===== config.mk =====
export PLATFORM = sky130hd
export DESIGN_NAME = xarith_unit
export DESIGN_NICKNAME = d
export VERILOG_FILES = /design/src/rtl/xarith_pkg.sv /design/src/rtl/xarith_ctl.sv /design/src/rtl/xarith_dp.sv /design/src/rtl/xarith_unit.sv
export SDC_FILE = /design/constraint.sdc
export NUM_CORES = 1
export LEC_CHECK = 0
export BUFFER_PORTS_ARGS = -buffer_cell sky130_fd_sc_hd__buf_2
export CAP_MARGIN = 20
export CORE_AREA = 4 4 115 117
export DETAILED_ROUTE_END_ITERATION = 8
export DIE_AREA = 0 0 119 121
export GPL_TIMING_DRIVEN = 0
export SLEW_MARGIN = 20
export SYNTH_ARGS = -nofsm -noshare
export SYNTH_HDL_FRONTEND = slang
export SYNTH_SLANG_ARGS = --single-unit

===== constraint.sdc =====
create_clock -name clk -period 5.5 [get_ports clk]
set_input_delay 1.375 -clock clk [delete_from_list [all_inputs] [get_ports clk]]
set_output_delay 1.375 -clock clk [all_outputs]
set_load 0.03 [all_outputs]

===== src/rtl/xarith_pkg.sv =====
package xarith_pkg;
    localparam int W          = 12;
    localparam int SCW        = 5;
    localparam int CNTW       = SCW + 1;
    localparam int NORM_LIMIT = 2 * W - 1;

    typedef enum logic [2:0] {
        OP_MUL  = 3'd0,
        OP_DIV  = 3'd1,
        OP_NORM = 3'd2,
        OP_SHL  = 3'd3,
        OP_ASR  = 3'd4,
        OP_LSR  = 3'd5,
        OP_LDSC = 3'd6,
        OP_SCAC = 3'd7
    } xop_e;

    typedef struct packed {
        logic [W-1:0] hi;
        logic [W-1:0] lo;
    } pair_t;

    // One shift-add iteration: add multiplicand when low bit set, then shift right with carry.
    function automatic pair_t mul_step(pair_t p, logic [W-1:0] m);
        logic [W:0] s;
        pair_t      r;
        s    = {1'b0, p.hi} + (p.lo[0] ? {1'b0, m} : {(W+1){1'b0}});
        r.hi = s[W:1];
        r.lo = {s[0], p.lo[W-1:1]};
        return r;
    endfunction

    // One restoring division iteration producing one quotient bit in the low end.
    function automatic pair_t div_step(pair_t p, logic [W-1:0] d);
        logic [W:0] part;
        logic       ge;
        pair_t      r;
        part = {p.hi, p.lo[W-1]};
        ge   = part >= {1'b0, d};
        if (ge)
            part = part - {1'b0, d};
        r.hi = part[W-1:0];
        r.lo = {p.lo[W-2:0], ge};
        return r;
    endfunction

    function automatic logic div_ovf(logic [W-1:0] hi, logic [W-1:0] d);
        return hi >= d;
    endfunction

    function automatic logic norm_done(pair_t p);
        logic differ, minus_edge;
        differ     = p.hi[W-1] ^ p.hi[W-2];
        minus_edge = (p.hi[W-1:W-2] == 2'b11) && (p.hi[W-3:0] == '0) && (p.lo == '0);
        return differ || minus_edge;
    endfunction

    function automatic pair_t shift_step(xop_e k, pair_t p);
        logic [2*W-1:0] v;
        v = p;
        case (k)
            OP_ASR:  v = {p.hi[W-1], v[2*W-1:1]};
            OP_LSR:  v = {1'b0, v[2*W-1:1]};
            default: v = {v[2*W-2:0], 1'b0};
        endcase
        return pair_t'(v);
    endfunction
endpackage


===== src/rtl/xarith_ctl.sv =====
module xarith_ctl
    import xarith_pkg::*;
(
    input  logic         clk,
    input  logic         rst,
    input  logic         start,
    input  xop_e         cmd,
    input  logic [W-1:0] operand,
    input  logic [W-1:0] ac_in,
    input  logic         cnt_m1,
    input  logic         halt,
    output logic         accept,
    output logic         step,
    output logic         busy,
    output logic         done,
    output xop_e         cur
);
    logic [CNTW-1:0] cnt;
    logic [CNTW-1:0] cnt_init;
    logic            instant;
    logic            fin;

    always_comb begin
        accept = start && !busy;
        case (cmd)
            OP_MUL, OP_DIV:         cnt_init = CNTW'(W);
            OP_SHL, OP_ASR, OP_LSR: cnt_init = CNTW'(operand[SCW-1:0]) + CNTW'(cnt_m1);
            default:                cnt_init = '0;
        endcase
        case (cmd)
            OP_LDSC, OP_SCAC:       instant = 1'b1;
            OP_DIV:                 instant = div_ovf(ac_in, operand);
            OP_SHL, OP_ASR, OP_LSR: instant = (cnt_init == '0);
            default:                instant = 1'b0;
        endcase
        step = busy && !((cur == OP_NORM) && halt);
        fin  = busy && ((cur == OP_NORM) ? halt : (cnt == CNTW'(1)));
    end

    always_ff @(posedge clk) begin
        if (rst) begin
            busy <= 1'b0;
            done <= 1'b0;
            cnt  <= '0;
            cur  <= OP_MUL;
        end else begin
            done <= (accept && instant) || fin;
            if (accept) begin
                cur  <= cmd;
                cnt  <= cnt_init;
                busy <= !instant;
            end else if (fin) begin
                busy <= 1'b0;
            end else if (step) begin
                cnt <= cnt - CNTW'(1);
            end
        end
    end
endmodule


===== src/rtl/xarith_dp.sv =====
module xarith_dp
    import xarith_pkg::*;
(
    input  logic           clk,
    input  logic           rst,
    input  logic           accept,
    input  logic           step,
    input  xop_e           cmd,
    input  xop_e           cur,
    input  logic [W-1:0]   operand,
    input  logic [W-1:0]   ac_in,
    input  logic [W-1:0]   mq_in,
    input  logic           link_in,
    output pair_t          pr,
    output logic [SCW-1:0] sc,
    output logic           link,
    output logic           halt
);
    logic [W-1:0] opnd;

    always_comb halt = norm_done(pr) || (sc == SCW'(NORM_LIMIT));

    always_ff @(posedge clk) begin
        if (rst) begin
            pr   <= '0;
            opnd <= '0;
            sc   <= '0;
            link <= 1'b0;
        end else if (accept) begin
            opnd <= operand;
            link <= (cmd == OP_DIV) ? div_ovf(ac_in, operand) : link_in;
            case (cmd)
                OP_MUL:  pr <= '{hi: '0, lo: mq_in};
                OP_SCAC: pr <= '{hi: {{(W-SCW){1'b0}}, sc}, lo: mq_in};
                default: pr <= '{hi: ac_in, lo: mq_in};
            endcase
            case (cmd)
                OP_LDSC: sc <= operand[SCW-1:0];
                OP_NORM: sc <= '0;
                default: sc <= sc;
            endcase
        end else if (step) begin
            case (cur)
                OP_MUL:  pr <= mul_step(pr, opnd);
                OP_DIV:  pr <= div_step(pr, opnd);
                OP_NORM: begin
                    pr <= shift_step(OP_SHL, pr);
                    sc <= sc + SCW'(1);
                end
                default: pr <= shift_step(cur, pr);
            endcase
        end
    end
endmodule


===== src/rtl/xarith_unit.sv =====
module xarith_unit
    import xarith_pkg::*;
(
    input  logic           clk,
    input  logic           rst,
    input  logic           start,
    input  logic [2:0]     cmd,
    input  logic           cnt_m1,
    input  logic [W-1:0]   operand,
    input  logic [W-1:0]   ac_in,
    input  logic [W-1:0]   mq_in,
    input  logic           link_in,
    output logic [W-1:0]   ac,
    output logic [W-1:0]   mq,
    output logic [SCW-1:0] sc,
    output logic           link,
    output logic           busy,
    output logic           done
);
    xop_e  cmd_k;
    xop_e  cur;
    logic  accept;
    logic  step;
    logic  halt;
    pair_t pr;

    assign cmd_k = xop_e'(cmd);
    assign ac    = pr.hi;
    assign mq    = pr.lo;

    xarith_ctl u_ctl (
        .clk     (clk),
        .rst     (rst),
        .start   (start),
        .cmd     (cmd_k),
        .operand (operand),
        .ac_in   (ac_in),
        .cnt_m1  (cnt_m1),
        .halt    (halt),
        .accept  (accept),
        .step    (step),
        .busy    (busy),
        .done    (done),
        .cur     (cur)
    );

    xarith_dp u_dp (
        .clk     (clk),
        .rst     (rst),
        .accept  (accept),
        .step    (step),
        .cmd     (cmd_k),
        .cur     (cur),
        .operand (operand),
        .ac_in   (ac_in),
        .mq_in   (mq_in),
        .link_in (link_in),
        .pr      (pr),
        .sc      (sc),
        .link    (link),
        .halt    (halt)
    );
endmodule


# --- After elaboration in Yosys (flattened, before gate mapping) ---
# Index checks and enable logic that the tools add are counted.
# W data, S select, Z words.
totals:
  ff_bits: 53
  latch_bits: 0
  ram_bits: 0
  mem_bits_ro: 0
  out_inout_bits: 32
  elab_cells: 82
  memories: 0
op_classes:
  n_addsub: 5
  mul: 0
  div_mod_pow: 0
  n_lt_le_gt_ge: 2
  eq_ne: 17
  n_shift: 0
  n_mux: 20
  bitwise_logic: 1
  n_reduce_logical: 27
op_table:
  columns: ["op", "count"]
  rows:
  - ["$pmux W24 S2", 2]
  - ["$pmux W24 S3", 1]
  - ["$mux W24", 2]
  - ["$mux W12", 2]
  - ["$eq A3 B3 Y1 const B", 6]
  - ["$mux W6", 3]
  - ["$mux W5", 3]
  - ["$add A12 B12 Y13", 1]
  - ["$ge A13 B12 Y1", 1]
  - ["$ge A12 B12 Y1", 1]
  - ["$logic_not A12 Y1", 1]
  - ["$pmux W6 S2", 1]
  - ["$sub A12 B12 Y12", 1]
  - ["$logic_not A10 Y1", 1]
  - ["$pmux W5 S2", 1]
  - ["$eq A3 B2 Y1 const B", 3]
  - ["$logic_and A1 B1 Y1", 7]
  - ["$add A5 B1 Y6", 1]
  - ["$eq A3 B1 Y1 const B", 2]
  - ["$eq A6 B1 Y1 const B", 1]
  - ["$logic_not A3 Y1", 2]
  - ["$logic_not A6 Y1", 1]
  - ["$reduce_bool A2 Y1", 3]
  - ["$sub A6 B1 Y6 const B", 1]
  - ["15 further kinds", 24]

# --- Longest topological paths before layout ---
# Gate-level depths: netlist of the first run.
logic_depth:
  depth_word: 11
  ltp_mapped: 11

# --- Cells and area by module ---
# From an unflattened synthesis of the first run, not the netlist that was laid out.
hier_totals:
  cells_unflattened: 689
  area_unflattened_um2: 5129.9
by_module_without_submodules:
  columns: ["module", "n_inst", "cells_per_inst", "area_per_inst_um2", "seq_area_each_um2"]
  rows:
  - ["xarith_dp", 1, 548, 4066.4, 840.8]
  - ["xarith_ctl", 1, 141, 1063.5, 220.2]

# --- Worst setup path before layout of the first run ---
# Ideal clock, no wire load.
synth_timing:
  kind: "input -> register"
  from: "input operand[2]"
  to: "register u_ctl.done"
  setup_time_ns: 0.132
  arrival_ns: 2.819
  required_ns: 5.368
  slack_ns: 2.549
  stages: 8
  path_buffers: 1
  cell_sequence: "clkbuf_1 -> inv_1 -> ha_1 -> a21o_1 -> a21oi_1 -> o2111ai_1 -> a221oi_1 -> o32ai_1"
synth_between:
  elab_chain_len: 6
  elab_cells_between_ends: 7
  cone_classes: "add/sub (1); order compare (1); mux (2); reduce/logical (3)"
synth_rtl:
  columns: ["item", "line", "source"]
  rows:
  - ["start, declared", "xarith_unit.sv:9", "input logic [W-1:0] operand,"]
  - ["$add A5 B1 Y6", "xarith_ctl.sv:27", "OP_SHL, OP_ASR, OP_LSR: cnt_init = CNTW'(operand[SCW-1:0]) + CNTW'(cnt_m1);"]
  - ["$pmux W6 S2", "xarith_ctl.sv:25", "case (cmd)"]
  - ["$logic_not A6 Y1", "xarith_ctl.sv:33", "OP_SHL, OP_ASR, OP_LSR: instant = (cnt_init == '0);"]
  - ["$pmux W1 S3 (*)", "xarith_ctl.sv:30", "case (cmd)"]
  - ["$logic_and A1 B1 Y1 (*)", "xarith_ctl.sv:47", "done <= (accept && instant) || fin;"]
  - ["$logic_or A1 B1 Y1 (*)", "xarith_ctl.sv:47", null]
  - ["end signal, assigned", "xarith_ctl.sv:47", null]
  - ["end, declared", "xarith_ctl.sv:15", "output logic done,"]
# Mark *: on every way between the ends. The rest lies on a longest branch, timed or not.
# A chain may end at the register's enable or synchronous reset.

# --- Final worst setup path of the first run ---
layout_timing:
  from: "input operand[0]"
  to: "register u_ctl.done"
# The elaborated chain is that of the path after synthesis.

==> results.tsv, run 1 <==
stage	metric	value	unit
status	outcome	completed	
power_and_ir_drop	power.leakage	0.00234	uW
global_routing	gr-total-overflow	0	
cells_and_area	syn2layout_area_growth	14.8	%
clock_network	clkTransAtPathRegs	0.07	ns
sta	rsz0062_at_grt	false	
yosys	ys_types	71	
worst_setup_path	end_kind	register	
min_path	min_path_cells	2	
yosys	synth_seq_cells	53	
yosys	yosysWarnings	0	
placed_design	place_congestion	0.874	
route	wl_per_cell	18.5	um
global_routing	grt_usage	23.1	%
min_path	hp-start	u_dp.opnd[11]	
global_routing	met3_usage	2.52	%
die	design.die.area	0.0144	mm^2
worst_setup_path	worstSetupPathType	input port to register	
die	start_util	38.9	%
run	cap_violations	0	
placed_design	portBuffers	71	
worst_setup_path	cp_max_fo	4	
cells_and_area	final_util	44.7	%
global_routing	antenna_found_initial	0	
die	io_pins	76	
yosys	syn_area	0.00481	mm^2
min_path	hp-class	register to register	
clock_network	cts_max_level	2	
global_routing	grt.met1_usage	31.9	%
route	drc	0	
global_routing	use_met2	38.0	%
clock_network	post_cts_buffers	0	
clock_network	cts_resized	0	
worst_setup_path	r2r-start	u_dp.pr[0]	
clock_network	cts_hold_buffers	0	
route	ant_nets	0	
clock_network	cts_sinks	53	
yosys	syn_inst	661	
sta	setup_tns	0	ns
cells_and_area	final_cell_mix	nand2_1, buf_2, a21oi_1	
cells_and_area	layout_commonest_cell	nand2_1	
sta	relSlewSlack	48.1	%
route	vias_per_cell	5.78	
worst_setup_path	reg2regPathDepth	10	
worst_setup_path	crit_path_start_kind	input port	
cells_and_area	final_layout_size_suffix_gt1_share	13.1	%
worst_setup_path	critPathMaxStageDelay	0.51	ns
yosys	synth_fp_nets	749	
yosys	synthArstFlopShare	0	%
yosys	yosysSeqAreaShare	22.0	%
clock_network	cts_tree	yes	
sta	fmax	310	MHz
die	coreArea	0.0124	mm^2
worst_setup_path	crit_chain	buf_2 > ha_1 > nand2b_1 > a21o_1 > a21o_1 > a21oi_1 > o2111ai_1 > a221oi_1 > o32ai_1	
route	wirelength	16900	um
sta	holdWs	0.488	ns
worst_setup_path	cp_data_required_time	5.66	ns
worst_setup_path	crit_top_cell	a21o_1	
worst_setup_path	cp-startpoint	operand[0]	
placed_design	hpwl	13200	um
cells_and_area	diodes	0	
die	die_width	119	um
sta	fin_crit_sh	58.6	%
sta	hold_viol	0	
clock_network	clockBufferDepth	2	
cells_and_area	layout.nets	827	
global_routing	grt_busiest_layer	met2	
power_and_ir_drop	power_density	296	mW/mm^2
yosys	synth_edf_count	0	
clock_network	clk_latency	0.30	ns
global_routing	grt_pass1_vias	5089	
sta	worst_pin_slew	0.779	ns
sta	setup_viol	0	
global_routing	grt_first_pass_wirelength	26800	um
die	die_h	121	um
power_and_ir_drop	power	1640	uW
clock_network	clockRootBuffer	clkbuf_16	
route	first_iter_violations	503	
clock_network	numCtsBuffers	5	
sta	maxSlewViolCount	0	
route	dr.pass1.iters	5	
worst_setup_path	slowest_stage	a221oi_1	
die	rows	41	
sta	clock_skew	0.00384	ns
sta	period_needed	3.22	ns
yosys	syn_avg_cell_area	7.28	um^2
global_routing	grt_max_degree	16	
route	vias	5273	
yosys	synth_ff_type	dfxtp_1	
power_and_ir_drop	ir_drop	0.137	mV
worst_setup_path	arrival	3.39	ns
report_power, final:
group / internal [uW] / total, uW / switching (uW) / leakage, uW
Clock: 170 / 326 / 155 / 0.0000641
Sequential: 427 / 503 / 75.4 / 0.000437
Combinational: 295 / 808 / 514 / 0.00184
metrics by stage:
stage               instances  instance area, um^2  setup WS, ns
floorplan                 661                 4810          2.55
global placement          904                 5380          2.01
detailed placement        904                 5380          1.97
CTS                       912                 5520          2.28
global route              912                 5520          2.06
finish                    912                 5520          2.28
final timing paths:
| check | endpoint | slack, ns |
|---|---|---|
| min | u_dp.opnd[11] | 0.49 |
| max reg2reg | u_dp.pr[23] | 2.37 |
| min reg2reg | u_dp.opnd[11] | 0.49 |
| max | u_ctl.done | 2.28 |
layout make-up:
type / instances / area (um^2)
timing repair buffer: 71 / 355
fill: 1299 / 6840
buffer: 39 / 166
inverter: 46 / 175
sequential: 53 / 1060
clock buffer: 7 / 133
tap: 172 / 215
clock inverter: 1 / 7.51
multi-input combinational: 523 / 3410
worst max-delay path: cells and delay by family:
kind / cells / cell delay (ns)
compound gates: 6 / 1.44
fa+ha+maj: 1 / 0.29
simple gates: 1 / 0.14
buf+inv: 1 / 0.13
per-layer routing:
layer | wire (um) | up-vias
li1 | - | 2558
met1 | 7690 | 2478
met2 | 7730 | 209
met3 | 1090 | 28
met4 | 358 | 0
met5 | 0 | -
Yosys cell counts (2+ instances only):
library cell  count  area (um^2)
buf_6             2         22.5
nand4_1           8         50.1
and3_1            5         31.3
a221oi_1          7         61.3
a21o_1           11         82.6
a22o_1            2         17.5
nor4_1            7         43.8
mux2i_1          12          120
a211oi_1         13         97.6
a211o_1           3         26.3
a22oi_1           7         52.6
nor2b_1           5         31.3
o21ai_0          30          150
a21oi_1          74          370
xor2_1            9         78.8
buf_2             4         20.0
buf_1             8         30.0
clkbuf_1         25         93.8
nand3b_1          3         22.5
nand2b_1          4         25.0
a21boi_0          2         15.0
o31ai_1           3         22.5
or4_1             2         15.0
a31oi_1           7         43.8
fa_1              2         40.0
o31a_1            2         17.5
ha_1             42          526
nand2_1          90          338
nand3_1          17         85.1
o2111ai_1         2         17.5
a311oi_1          2         17.5
a2111oi_0         4         35.0
dfxtp_1          53         1060
o311ai_0          3         26.3
o32ai_1           2         17.5
o22ai_1           2         12.5
inv_1            43          161
o211ai_1         19          143
nor2_1           37          139
xnor2_1          15          131
and2_1           16          100
nor3_1           28          140
flip-flops by register name, indices dropped and copies added (netlist names):
signal      cells
u_ctl.busy      1
u_ctl.cnt       6
u_ctl.cur       3
u_ctl.done      1
u_dp.link       1
u_dp.opnd      12
u_dp.pr        24
u_dp.sc         5
kinds of logic after synthesis:
family | share of synthesized area, %
adder cells (fa/ha/maj) | 11.7
XOR/XNOR | 4.37
flip-flops | 22.0
AO/OA/AOI/OAI | 29.8
AND/OR/NAND/NOR | 22.5
multiplexers | 2.50
buffers and inverters | 7.10
(Power assumes the default switching activity.)
==> run 2: changes to the inputs <==
==> constraint.sdc (replaced) <==
create_clock -name clk -period 2.9 [get_ports clk]
set_input_delay 0.725 -clock clk [delete_from_list [all_inputs] [get_ports clk]]
set_output_delay 0.725 -clock clk [all_outputs]
set_load 0.03 [all_outputs]
==> results.tsv, run 2 (synthesis results as in run 1) <==
stage	metric	value	unit
sta	fin_crit_sh	96.4	%
sta	setup_viol	0	
placed_design	portBuffers	71	
die	rows	41	
sta	relSlewSlack	48.8	%
placed_design	hpwl	13200	um
worst_setup_path	crit_path_start_kind	register	
die	die_width	119	um
global_routing	grt_busiest_layer	met2	
clock_network	post_cts_buffers	0	
cells_and_area	layout.nets	827	
clock_network	clkTransAtPathRegs	0.08	ns
global_routing	grt_max_degree	16	
route	wirelength	16900	um
worst_setup_path	end_kind	register	
run	cap_violations	0	
global_routing	grt_pass1_vias	5089	
route	dr.pass1.iters	5	
clock_network	clockRootBuffer	clkbuf_16	
cells_and_area	layoutNonFillerInstCount	912	
worst_setup_path	cp_max_fo	6	
placed_design	place_congestion	0.874	
clock_network	numCtsBuffers	5	
sta	hold_viol	0	
clock_network	clockBufferDepth	2	
die	die_h	121	um
global_routing	gr-total-overflow	0	
cells_and_area	final_cell_mix	nand2_1, buf_2, a21oi_1	
sta	fmax	358	MHz
route	drc	0	
cells_and_area	final_util	45.0	%
global_routing	use_met2	38.0	%
min_path	hp-class	register to register	
sta	clock_skew	0.00456	ns
global_routing	antenna_found_initial	0	
sta	worst_pin_slew	0.768	ns
cells_and_area	syn2layout_area_growth	15.7	%
sta	period_needed	2.79	ns
clock_network	cts_sinks	53	
placed_design	dp.cells	904	
cells_and_area	layout_commonest_cell	nand2_1	
clock_network	clk_latency	0.30	ns
route	wl_per_cell	18.6	um
cells_and_area	largest_reg_flops	24	
placed_design	pre_cts_slack	-0.181	ns
power_and_ir_drop	ir_drop	0.261	mV
sta	maxSlewViolCount	0	
die	design.die.area	0.0144	mm^2
clock_network	cts_tree	yes	
die	io_pins	76	
global_routing	met3_usage	2.52	%
power_and_ir_drop	power_density	563	mW/mm^2
sta	fin_ws	0.106	ns
route	vias_per_cell	5.83	
worst_setup_path	worstSetupPathType	register to register	
worst_setup_path	arrival	2.97	ns
clock_network	cts_max_level	2	
power_and_ir_drop	power.leakage	0.00236	uW
die	start_util	38.9	%
cells_and_area	top_regs	u_dp.pr: 24 flops, u_dp.opnd: 12 flops, u_ctl.cnt: 6 flops	
global_routing	grt_usage	23.1	%
worst_setup_path	cp_data_required_time	3.08	ns
cells_and_area	largest_register	u_dp.pr	
die	coreArea	0.0124	mm^2
route	first_iter_violations	441	
global_routing	grt_first_pass_wirelength	26800	um
route	vias	5316	
cells_and_area	final_layout_size_suffix_gt1_share	14.9	%
status	outcome	completed	
route	ant_nets	0	
cells_and_area	diodes	0	
global_routing	grt.met1_usage	31.9	%
[run 2: changes by cell type in the layout (fill, tap and decap cells not counted), sizes merged]
cell,before,now
clkbuf,32,35
buf,85,82
[run 2: timing repair]
item | 4_1_cts | 5_1_grt
setup endpoints to repair | 5 | 19
hold buffers | 0 | 0
pin swaps | 0 | 0
gates resized for setup | 2 | 16
[run 2: critical path, cell delays in order, from the launching register on]
cell and delay, ns:
dfxtp_1 0.38, inv_1 0.10, ha_1 0.15, inv_1 0.05, fa_1 0.42, a211oi_1 0.29, o21bai_1 0.16, a21oi_1 0.24
xor2_1 0.10, nor3_1 0.19, o21ai_0 0.20, a2111oi_1 0.39
[run 2: final timing paths]
path | from | endpoint | slack, ns | depth (start not counted)
max | u_dp.pr[11] | u_dp.pr[18] | 0.11 | 11
min | u_dp.opnd[11] | u_dp.opnd[11] | 0.49 | 2
max reg2reg | u_dp.pr[11] | u_dp.pr[18] | 0.11 | 11
min reg2reg | u_dp.opnd[11] | u_dp.opnd[11] | 0.49 | 2
[run 2: layer usage]
metal / up-vias / wire [um] / share of wire (%)
li1: 2567 / - / -
met1: 2513 / 7740 / 46
met2: 207 / 7860 / 46
met3: 29 / 981 / 5.8
met4: 0 / 348 / 2.1
met5: - / 0 / 0
[run 2: final cells by class]
class,count,area (um^2)
Tap cell,172,215
Timing Repair Buffer,71,355
Multi-Input combinational cell,523,3440
Clock inverter,1,7.51
Buffer,39,174
Clock buffer,7,133
Sequential cell,53,1070
Fill cell,1294,6790
Inverter,46,175
[run 2: through the flow]
| stage | hold slack, ns | TNS [ns] | total power (uW) | area (um^2) |
|---|---|---|---|---|
| 2_1_floorplan | 0.445 | 0 | 2020 | 4810 |
| 3_3_place_gp | 0.472 | -0.375 | 2450 | 5380 |
| 3_5_place_dp | 0.473 | -0.493 | 2470 | 5380 |
| 4_1_cts | 0.483 | 0 | 3090 | 5530 |
| 5_1_grt | 0.512 | -0.00909 | 3330 | 5570 |
| 6_report | 0.486 | 0 | 3140 | 5570 |
[run 2: power by group]
part,switching [uW],leakage (uW),internal [uW]
combinational,989,0.00186,569
sequential,142,0.000439,814
clock,299,0.0000641,323
total,1430,0.00236,1710
==> run 3: changes to the inputs <==
--- a/config.mk
+++ b/config.mk
@@ -10,7 +10,7 @@
 export CORE_AREA = 4 4 115 117
 export DETAILED_ROUTE_END_ITERATION = 8
 export DIE_AREA = 0 0 119 121
-export GPL_TIMING_DRIVEN = 0
+export GPL_TIMING_DRIVEN = 1
 export SLEW_MARGIN = 20
 export SYNTH_ARGS = -nofsm -noshare
 export SYNTH_HDL_FRONTEND = slang
==> results.tsv, run 3 (synthesis results as in run 1) <==
stage	metric	value	unit
sta	setup_viol	0	
worst_setup_path	arrival	2.93	ns
worst_setup_path	rrSetupSlack	0.13	ns
route	vias_per_cell	5.79	
die	die_h	121	um
power_and_ir_drop	power.leakage	0.00244	uW
clock_network	clockRootBuffer	clkbuf_16	
placed_design	place_congestion	0.942	
global_routing	grt_first_pass_wirelength	25900	um
cells_and_area	layoutNonFillerInstCount	902	
die	coreArea	0.0124	mm^2
die	design.die.area	0.0144	mm^2
cells_and_area	layout_commonest_cell	nand2_1	
sta	setup_tns	0	ns
sta	rsz0062_at_grt	false	
cells_and_area	final_util	45.3	%
power_and_ir_drop	ir_drop	0.298	mV
status	outcome	completed	
route	vias	5219	
clock_network	cts_tree	yes	
route	dr.pass1.iters	8	
sta	relSlewSlack	49.8	%
worst_setup_path	crit_path_start_kind	register	
sta	clock_skew	0.00826	ns
sta	fin_ws	0.129	ns
placed_design	portBuffers	75	
cells_and_area	top_regs	u_dp.pr: 24 flops, u_dp.opnd: 12 flops, u_ctl.cnt: 6 flops	
sta	worst_pin_slew	0.748	ns
route	drc	0	
worst_setup_path	worstSetupPathType	register to register	
clock_network	clockBufferDepth	2	
cells_and_area	layout.nets	817	
clock_network	cts_max_level	2	
placed_design	dp.cells	894	
clock_network	cts_sinks	53	
worst_setup_path	cp_max_fo	27	
route	wirelength	16100	um
sta	fmax	361	MHz
power_and_ir_drop	power_density	558	mW/mm^2
clock_network	numCtsBuffers	5	
worst_setup_path	cp_data_required_time	3.06	ns
clock_network	clkTransAtPathRegs	0.08	ns
worst_setup_path	end_kind	register	
clock_network	cts_hold_buffers	0	
cells_and_area	final_layout_size_suffix_gt1_share	17.4	%
global_routing	gr-total-overflow	0	
sta	fin_crit_sh	95.5	%
sta	maxSlewViolCount	0	
clock_network	post_cts_buffers	0	
global_routing	antenna_found_initial	0	
placed_design	hpwl	12600	um
global_routing	grt_pass1_vias	4959	
run	cap_violations	0	
route	first_iter_violations	364	
die	io_pins	76	
cells_and_area	final_cell_mix	nand2_1, buf_2, a21oi_1	
min_path	hp-class	register to register	
die	start_util	38.9	%
clock_network	clk_latency	0.30	ns
die	rows	41	
global_routing	grt_usage	21.9	%
sta	hold_viol	0	
cells_and_area	largest_register	u_dp.pr	
cells_and_area	largest_reg_flops	24	
global_routing	grt_max_degree	32	
placed_design	pre_cts_slack	0.176	ns
die	die_width	119	um
route	wl_per_cell	17.9	um
cells_and_area	syn2layout_area_growth	16.3	%
cells_and_area	diodes	0	
route	ant_nets	0	
sta	period_needed	2.77	ns
power_and_ir_drop	power	3130	uW
==> run 3: critical path: stages, from the launching register on <==
cell and delay [ns]:
dfxtp_1 0.32, buf_4 0.16, nor4_1 0.47, nand4_1 0.26
o21ai_2 0.39, a21oi_4 0.26, buf_4 0.26, a211oi_1 0.40
a311oi_1 0.12
==> run 3: final cells by class <==
cell class / count / area (um^2)
clock inverter: 3 / 22.5
timing repair buffer: 100 / 563
fill: 1309 / 6770
inverter: 46 / 175
sequential: 53 / 1060
clock buffer: 5 / 125
tap: 172 / 215
multi-input combinational: 523 / 3430
==> run 3: timing repair <==
item / 4_1_cts / 5_1_grt
endpoints found under the hold margin: 0 / 0
endpoints found under the setup margin: 0 / 2
gates resized for setup: 0 / 2
==> run 3: routing by layer <==
metal / vias up / part of all wire, % / wire length (um) / global-route usage, %
li1: 2549 / - / - / -
met1: 2442 / 46 / 7330 / 30.0
met2: 202 / 46 / 7400 / 35.7
met3: 26 / 6.4 / 1040 / 3.68
met4: 0 / 2.1 / 342 / 5.94
met5: - / 0 / 0 / 0
==> run 3: per-stage QoR <==
| step | hold slack, ns | instance area (um^2) |
|---|---|---|
| global placement | 0.460 | 5450 |
| detailed placement | 0.481 | 5450 |
| floorplan | 0.445 | 4810 |
| CTS | 0.491 | 5590 |
| global route | 0.504 | 5600 |
| finish | 0.485 | 5600 |
==> run 3: worst paths after layout <==
path / startpoint / cells past startpoint / end
max: u_dp.pr[19] / 8 / u_dp.pr[0]
max reg2reg: u_dp.pr[19] / 8 / u_dp.pr[0]
min: u_dp.opnd[0] / 2 / u_dp.opnd[0]
min reg2reg: u_dp.opnd[0] / 2 / u_dp.opnd[0]
==> run 3: where the power goes <==
part           internal (uW)  leakage, uW  switching, uW
Combinational            596      0.00192            993
Sequential               812     0.000438            105
Clock                    323    0.0000738            297
